`src/rtl/ms_tick_gen.sv`:
```
module ms_tick_gen #(
  parameter int unsigned BASE  = 32,
  parameter int unsigned NUM   = 96,
  parameter int unsigned DEN   = 125,
  parameter int unsigned CNT_W = 32
) (
  input  logic             clk,
  input  logic             rst,
  input  logic             tick_in,
  output logic             ms_pulse,
  output logic [CNT_W-1:0] ms_count
);
  localparam int TW = $clog2(BASE + 1);
  localparam int AW = $clog2(DEN);
  localparam int SW = $clog2(DEN + NUM);
  localparam logic [TW-1:0] LAST_SHORT = TW'(BASE - 1);
  localparam logic [TW-1:0] LAST_LONG  = TW'(BASE);

  logic [TW-1:0] tcnt_q;
  logic [AW-1:0] acc_q;
  logic          long_q;
  logic [SW-1:0] sum;
  logic          wrap;

  assign ms_pulse = tick_in && (tcnt_q == (long_q ? LAST_LONG : LAST_SHORT));
  assign sum      = SW'(acc_q) + SW'(NUM);
  assign wrap     = sum >= SW'(DEN);

  always_ff @(posedge clk) begin
    if (rst) begin
      tcnt_q   <= '0;
      acc_q    <= '0;
      long_q   <= 1'b0;
      ms_count <= '0;
    end else if (tick_in) begin
      if (ms_pulse) begin
        tcnt_q   <= '0;
        acc_q    <= wrap ? AW'(sum - SW'(DEN)) : AW'(sum);
        long_q   <= wrap;
        ms_count <= ms_count + 1'b1;
      end else begin
        tcnt_q   <= tcnt_q + 1'b1;
      end
    end
  end

  AST_ACC_RANGE: assert property (@(posedge clk) disable iff (rst)
    32'(acc_q) < DEN);
  AST_COUNT_STEP: assert property (@(posedge clk) disable iff (rst)
    ms_pulse |=> ms_count == $past(ms_count) + 1'b1);
  AST_COUNT_HOLD: assert property (@(posedge clk) disable iff (rst)
    !ms_pulse |=> $stable(ms_count));
  AST_INTERVAL_RESTART: assert property (@(posedge clk) disable iff (rst)
    ms_pulse |=> tcnt_q == '0);
  AST_TICK_BOUND: assert property (@(posedge clk) disable iff (rst)
    32'(tcnt_q) <= BASE);
endmodule

```
`config.mk`:
```
export PLATFORM = sky130hd
export DESIGN_NAME = ms_tick_gen
export DESIGN_NICKNAME = d
export VERILOG_FILES = /design/src/rtl/ms_tick_gen.sv
export SDC_FILE = /design/constraint.sdc
export NUM_CORES = 1
export LEC_CHECK = 0
export ABC_AREA = 1
export BUFFER_PORTS_ARGS = -buffer_cell sky130_fd_sc_hd__buf_2
export CAP_MARGIN = 0
export CORE_MARGIN = 5
export CORE_UTILIZATION = 45
export CTS_BUF_LIST = sky130_fd_sc_hd__clkbuf_8
export CTS_CLUSTER_SIZE = 28
export DETAILED_ROUTE_END_ITERATION = 16
export HOLD_SLACK_MARGIN = 0.03
export PLACE_DENSITY_LB_ADDON = 0.2
export SETUP_SLACK_MARGIN = 0.15
export SLEW_MARGIN = 20
export SYNTH_ARGS = -nofsm -noshare
export SYNTH_HDL_FRONTEND = slang
export SYNTH_SLANG_ARGS = --single-unit
```
`constraint.sdc`:
```
create_clock -name clk -period 1.6 [get_ports clk]
set_input_delay 0.08 -clock clk [delete_from_list [all_inputs] [get_ports clk]]
set_output_delay 0.08 -clock clk [all_outputs]
set_load 0.01 [all_outputs]
```
## Yosys cells after proc, flatten, opt, wreduce, memory -nomap -nowiden

Index checks and enable logic that the tools add are counted.

| cells by class | value |
|---|---|
| magnitude comparators | 1 |
| eq/ne operators | 1 |
| reductions and logical operators | 2 |
| multiplexer cells | 3 |
| add/subtract/negate cells | 4 |

Operator list:

| operator | number |
|---|---|
| 32-bit by 1-bit adder with 32-bit output (second input constant) | 1 |
| 6-bit 2-to-1 mux | 2 |
| 7-bit by 7-bit adder with 8-bit output (second input constant) | 1 |
| 8-bit by 7-bit greater-or-equal comparator with 1-bit output (second input constant) | 1 |
| 7-bit 2-to-1 mux | 1 |
| 7-bit subtractor (second input constant) | 1 |
| 6-bit by 1-bit adder with 6-bit output (second input constant) | 1 |
| 6-bit equality test | 1 |
| 2-bit AND reduction | 1 |
| 1-bit logical AND | 1 |

| storage, ports and cells | value |
|---|---|
| output and inout port bits | 33 |
| register bits | 46 |

## Depth between registers and ports, before layout

| depth | value |
|---|---|
| depth in word-level cells | 4 |
| depth in mapped cells | 11 |
| depth with buffers taken out | 11 |

## Least setup slack after synthesis

OpenSTA, ideal clock, no wires.

| path | value |
|---|---|
| kind | register to register |
| from | register ms_count[0] |
| to | register ms_count[26] |
| data required time | 1.485 ns |
| stages on the path, launching flop included | 9 |
| setup time | 0.115 ns |
| slack | 0.096 ns |
| arrival time | 1.389 ns |
| path buffers | 0 |
| cells stage by stage | dfxtp_1 ha_1 nand2_1 nor2_4 nand4_2 nor2_4 nand3_1 nand2_1 nor2_1 |

| on the way | value |
|---|---|
| cells in the longest elaborated chain, start to end | 1 |

Ends and longest elaborated chain:

| element | line | source |
|---|---|---|
| start, declared | 11 | `output logic [CNT_W-1:0] ms_count` |
| start signal, assigned | 40 | `ms_count <= ms_count + 1'b1;` |
| 32-bit by 1-bit adder with 32-bit output | 40 |  |

No other way between the ends.
A chain may end at the register's enable or synchronous reset.

## Worst setup path in the final report

| path | value |
|---|---|
| from | register tcnt_q[2] |
| to | output port ms_pulse |

| on the way | value |
|---|---|
| cells in the longest elaborated chain, start to end | 2 |

Ends and longest elaborated chain:

| element | line | source |
|---|---|---|
| start, declared | 19 | `logic [TW-1:0] tcnt_q;` |
| start signal, assigned | 42 | `tcnt_q <= tcnt_q + 1'b1;` |
| 6-bit equality test | 25 | `assign ms_pulse = tick_in && (tcnt_q == (long_q ? LAST_LONG : LAST_SHORT));` |
| 1-bit logical AND | 25 |  |
| end, declared | 10 | `output logic ms_pulse,` |

No other way between the ends.

==> run_summary.xml <==
<?xml version="1.0" encoding="UTF-8"?>
<metrics>
  <group name="routing">
    <metric name="antenna_left" unit="">0</metric>
    <metric name="detail_route.wirelength" unit="mm">7.83</metric>
    <metric name="drt-pass1-iter-count" unit="">5</metric>
    <metric name="drc" unit="">0</metric>
    <metric name="wire_per_inst" unit="µm">13.9</metric>
    <metric name="vias" unit="">2931</metric>
    <metric name="detailedRoute.firstIterationViolations" unit="">204</metric>
    <metric name="detail_route.vias_per_cell" unit="">5.21</metric>
  </group>
  <group name="sta">
    <metric name="maxClockFrequency" unit="MHz">681</metric>
    <metric name="min_period_over_period" unit="">0.918</metric>
    <metric name="timing.clock.skew" unit="ps">5.38</metric>
    <metric name="timing_worst_slew_pin_value" unit="ps">473</metric>
    <metric name="finalSetupTns" unit="ps">0</metric>
    <metric name="timing_hold_violations_final" unit="">0</metric>
    <metric name="maxSlewViolCount" unit="">0</metric>
    <metric name="finalWorstSetupSlack" unit="ps">132</metric>
    <metric name="final_period_demand_of_the_worst_path" unit="ps">1470</metric>
    <metric name="grt_setup_unrepaired" unit="">yes</metric>
    <metric name="setup_viols_final" unit="">0</metric>
    <metric name="worst_slew_margin_rel" unit="">0.684</metric>
  </group>
  <group name="placed_design">
    <metric name="dp_worst_setup_slack" unit="ps">36.8</metric>
    <metric name="dpl.cell_count" unit="">537</metric>
    <metric name="gp_congestion" unit="">0.843</metric>
    <metric name="place_area" unit="µm²">3060</metric>
    <metric name="place_hpwl" unit="mm">5.01</metric>
    <metric name="io_buffer_count" unit="">35</metric>
  </group>
  <group name="clock_network">
    <metric name="tritoncts.num_buffers" unit="">5</metric>
    <metric name="cts-root-buf" unit="">sky130_fd_sc_hd__clkbuf_8</metric>
    <metric name="post_cts_hold_buffer_count" unit="">0</metric>
    <metric name="insertion_delay" unit="ps">300</metric>
    <metric name="clockBufferDepth" unit="">2</metric>
    <metric name="tritoncts" unit="">done</metric>
    <metric name="htree_levels" unit="">2</metric>
    <metric name="clkSlewWorstSetupHoldPaths" unit="ps">80</metric>
    <metric name="cts_num_sinks" unit="">46</metric>
  </group>
  <group name="finish">
    <metric name="post-route-cell-area" unit="µm²">3730</metric>
    <metric name="finish.net_count" unit="">497</metric>
    <metric name="drive_gt1_frac" unit="">0.393</metric>
    <metric name="fillers" unit="">517</metric>
    <metric name="stdcell_count" unit="">563</metric>
    <metric name="area_growth_syn_to_layout" unit="%">35.7</metric>
    <metric name="antenna_cells" unit="">0</metric>
  </group>
  <group name="synthesis">
    <metric name="synth.yosys.seq_area_share" unit="">0.335</metric>
    <metric name="postSynthNetCount" unit="">434</metric>
    <metric name="synth_top_cell_by_area" unit="">sky130_fd_sc_hd__dfxtp_1</metric>
    <metric name="synth_top_flop_cell" unit="">sky130_fd_sc_hd__dfxtp_1</metric>
    <metric name="yosys.cell_count.top_type" unit="">sky130_fd_sc_hd__nand2_1</metric>
    <metric name="syn_avg_cell_area" unit="µm²">6.47</metric>
    <metric name="async_flop_share" unit="">0</metric>
    <metric name="synth_largest_type_area_fraction" unit="">0.335</metric>
    <metric name="ys_ff_latch" unit="">46</metric>
    <metric name="synth_commonest_cells" unit="">sky130_fd_sc_hd__nand2_1, sky130_fd_sc_hd__nor2_1, sky130_fd_sc_hd__dfxtp_1, sky130_fd_sc_hd__inv_1, sky130_fd_sc_hd__a21oi_1</metric>
    <metric name="post_synth_num_cell_types" unit="">34</metric>
    <metric name="synth_cells" unit="">425</metric>
    <metric name="post_synth_edffs" unit="">0</metric>
    <metric name="synthTopCellsByArea" unit="">sky130_fd_sc_hd__dfxtp_1, sky130_fd_sc_hd__nand2_1, sky130_fd_sc_hd__nor2_1</metric>
    <metric name="synthesis.yosys.warnings" unit="">0</metric>
    <metric name="synth_area" unit="µm²">2750</metric>
  </group>
  <group name="floorplanning">
    <metric name="initial_core_util" unit="">0.465</metric>
    <metric name="floorplan.rows" unit="">28</metric>
    <metric name="floorplan.die_area" unit="µm²">7780</metric>
    <metric name="top_level_ports" unit="">36</metric>
    <metric name="die_w" unit="µm">88.2</metric>
    <metric name="die_h" unit="µm">88.2</metric>
    <metric name="core_region_area" unit="µm²">5920</metric>
  </group>
  <group name="min_path">
    <metric name="worst_hold_startpoint" unit="">rst</metric>
    <metric name="holdPathEnd" unit="">ms_count[7]$_SDFFE_PP0P_</metric>
    <metric name="whs_path_depth" unit="">3</metric>
    <metric name="timing.hold.worst.class" unit="">input pin to register</metric>
  </group>
  <group name="power">
    <metric name="switchingPower" unit="W">0.000455</metric>
    <metric name="power-per-cell-area" unit="nW/µm²">511</metric>
    <metric name="worst_ir_drop_vdd" unit="mV">0.272</metric>
    <metric name="swShare" unit="">0.238</metric>
    <metric name="pwr-share-seq" unit="">0.601</metric>
    <metric name="post-layout-total-power" unit="W">0.00191</metric>
    <metric name="leakage" unit="nW">1.49</metric>
    <metric name="share_comb_of_total_power" unit="">0.037</metric>
    <metric name="internal_power" unit="W">0.00145</metric>
    <metric name="share_clk_of_total_power" unit="">0.362</metric>
  </group>
  <group name="global_route">
    <metric name="globalRoute.totalOverflow" unit="">0</metric>
    <metric name="global_route_wire_length_before_repair" unit="mm">11.9</metric>
    <metric name="largest_net_degree_at_the_start_of_global_routing" unit="">22</metric>
    <metric name="grt_util_all_layers" unit="">0.193</metric>
    <metric name="antenna_found_initial" unit="">0</metric>
    <metric name="number_of_global_route_vias_before_repair" unit="">2629</metric>
  </group>
  <group name="worst_setup_path">
    <metric name="crit_end_category" unit="">primary output</metric>
    <metric name="setup.reg_to_reg.worst_slack" unit="ps">140</metric>
    <metric name="worst-endpoint-required" unit="ps">1520</metric>
    <metric name="crit-reg2reg-launch" unit="">tcnt_q[2]$_SDFFE_PP0P_</metric>
    <metric name="worst_path_arrival_time" unit="ps">1390</metric>
    <metric name="critPathKind" unit="">register to primary output</metric>
    <metric name="critPathLaunchType" unit="">register</metric>
    <metric name="rr_worst_depth" unit="">8</metric>
    <metric name="critical_path.max_fanout" unit="">8</metric>
    <metric name="crit-reg2reg-capture" unit="">ms_count[2]$_SDFFE_PP0P_</metric>
  </group>
  <group name="outcome">
    <metric name="status" unit="">complete, no violations</metric>
  </group>
  <group name="run">
    <metric name="drv.max_cap_violation_count" unit="">0</metric>
  </group>
</metrics>
==> worst max-delay path: stages (launching register included) <==
cell and delay, ps:
sky130_fd_sc_hd__dfxtp_2 360, sky130_fd_sc_hd__nand2_2 80, sky130_fd_sc_hd__nor2_4 140, sky130_fd_sc_hd__nand2_2 80, sky130_fd_sc_hd__nand2_4 110, sky130_fd_sc_hd__nand2_8 130, sky130_fd_sc_hd__clkinv_16 90, sky130_fd_sc_hd__buf_6 90
==> cell usage in the layout (no fill, tap or decap), types with 5 or more instances in the layout <==
master                     instances
sky130_fd_sc_hd__nand2_1         124
sky130_fd_sc_hd__a21oi_2          10
sky130_fd_sc_hd__inv_2             8
sky130_fd_sc_hd__a21oi_1          24
sky130_fd_sc_hd__clkbuf_8          5
sky130_fd_sc_hd__nor2_2           10
sky130_fd_sc_hd__nand2_4           7
sky130_fd_sc_hd__nand3_1          14
sky130_fd_sc_hd__dfxtp_1          12
sky130_fd_sc_hd__inv_1            35
sky130_fd_sc_hd__xor2_1           11
sky130_fd_sc_hd__nor2_4           17
sky130_fd_sc_hd__nor3_1            6
sky130_fd_sc_hd__buf_4            19
sky130_fd_sc_hd__buf_2            34
sky130_fd_sc_hd__nand3_2           9
sky130_fd_sc_hd__o21ai_0           7
sky130_fd_sc_hd__nand2_2          13
sky130_fd_sc_hd__nor2_1           54
sky130_fd_sc_hd__dfxtp_2          30
==> registers in the layout, indices dropped and copies added, names as in the netlist <==
| signal | flops |
|---|---|
| acc_q | 7 |
| tcnt_q | 6 |
| ms_count | 32 |
| long_q | 1 |
==> how the worst max path moves through the flow <==
stage	startpoint	to	slack [ps]	cells after the start
floorplan	acc_q[0]$_SDFFE_PP0P_	acc_q[3]$_SDFFE_PP0P_	160	10
global placement	acc_q[0]$_SDFFE_PP0P_	acc_q[3]$_SDFFE_PP0P_	70	10
detailed placement	acc_q[0]$_SDFFE_PP0P_	acc_q[3]$_SDFFE_PP0P_	40	10
CTS	tcnt_q[1]$_SDFFE_PP0P_	ms_pulse	130	8
global route	ms_count[7]$_SDFFE_PP0P_	ms_count[19]$_SDFFE_PP0P_	-20	7
finish	tcnt_q[2]$_SDFFE_PP0P_	ms_pulse	130	7
==> layer usage <==
layer | track usage | vias to the layer above | part of all wire
met1 | 0.255 | 1384 | 0.46
met3 | 0.0442 | 11 | 0.050
met2 | 0.311 | 71 | 0.47
li1 | - | 1465 | -
met4 | 0.0591 | 0 | 0.014
met5 | 0 | - | 0
==> cell families (layout without fill, tap and decap cells) <==
| family | Yosys count | in the layout | share of synthesized area |
|---|---|---|---|
| AND/OR/NAND/NOR | 264 | 267 | 0.427 |
| buffers and inverters | 51 | 111 | 0.0814 |
| flip-flops | 46 | 46 | 0.335 |
| AO/OA/AOI/OAI | 44 | 44 | 0.0846 |
| XOR/XNOR | 14 | 14 | 0.0446 |
| adder cells (fa/ha/maj) | 6 | 6 | 0.0273 |
==> final cells by class <==
| cell class | instances | area [µm²] | share of cell area |
|---|---|---|---|
| clock inverters | 2 | 7.51 | 0.00201 |
| well taps | 75 | 93.8 | 0.0251 |
| flip-flops and latches | 46 | 973 | 0.261 |
| clock buffers | 5 | 68.8 | 0.0184 |
| repair buffers | 60 | 408 | 0.109 |
| repair inverters | 2 | 32.5 | 0.00872 |
| multi-input cells | 331 | 1960 | 0.526 |
| inverters | 42 | 184 | 0.0493 |
==> through the flow <==
stage / hold slack, ps / utilization
after floorplan: 158 / -
after global placement: 477 / 0.516
after detailed placement: 495 / 0.516
after CTS: 219 / 0.555
after global routing: 261 / 0.630
final: 233 / 0.630
==> what timing repair did <==
action | CTS | global route
endpoints found under the setup margin | 27 | 43
endpoints found under the hold margin | 0 | 0
gates resized for setup | 21 | 113
buffers inserted | 6 | 8
pin swaps | 6 | 26
gates cloned | 4 | 1
==> power groups by stage <==
stage / Clock [W] / Sequential [W] / Combinational (W)
2_1_floorplan: 0 / 0.00118 / 0.0000420
3_3_place_gp: 0 / 0.00118 / 0.0000594
3_5_place_dp: 0 / 0.00118 / 0.0000628
4_1_cts: 0.000693 / 0.00115 / 0.0000657
5_1_grt: 0.000757 / 0.00115 / 0.0000791
6_report: 0.000690 / 0.00115 / 0.0000709
Power figures use the tool's default switching activity.
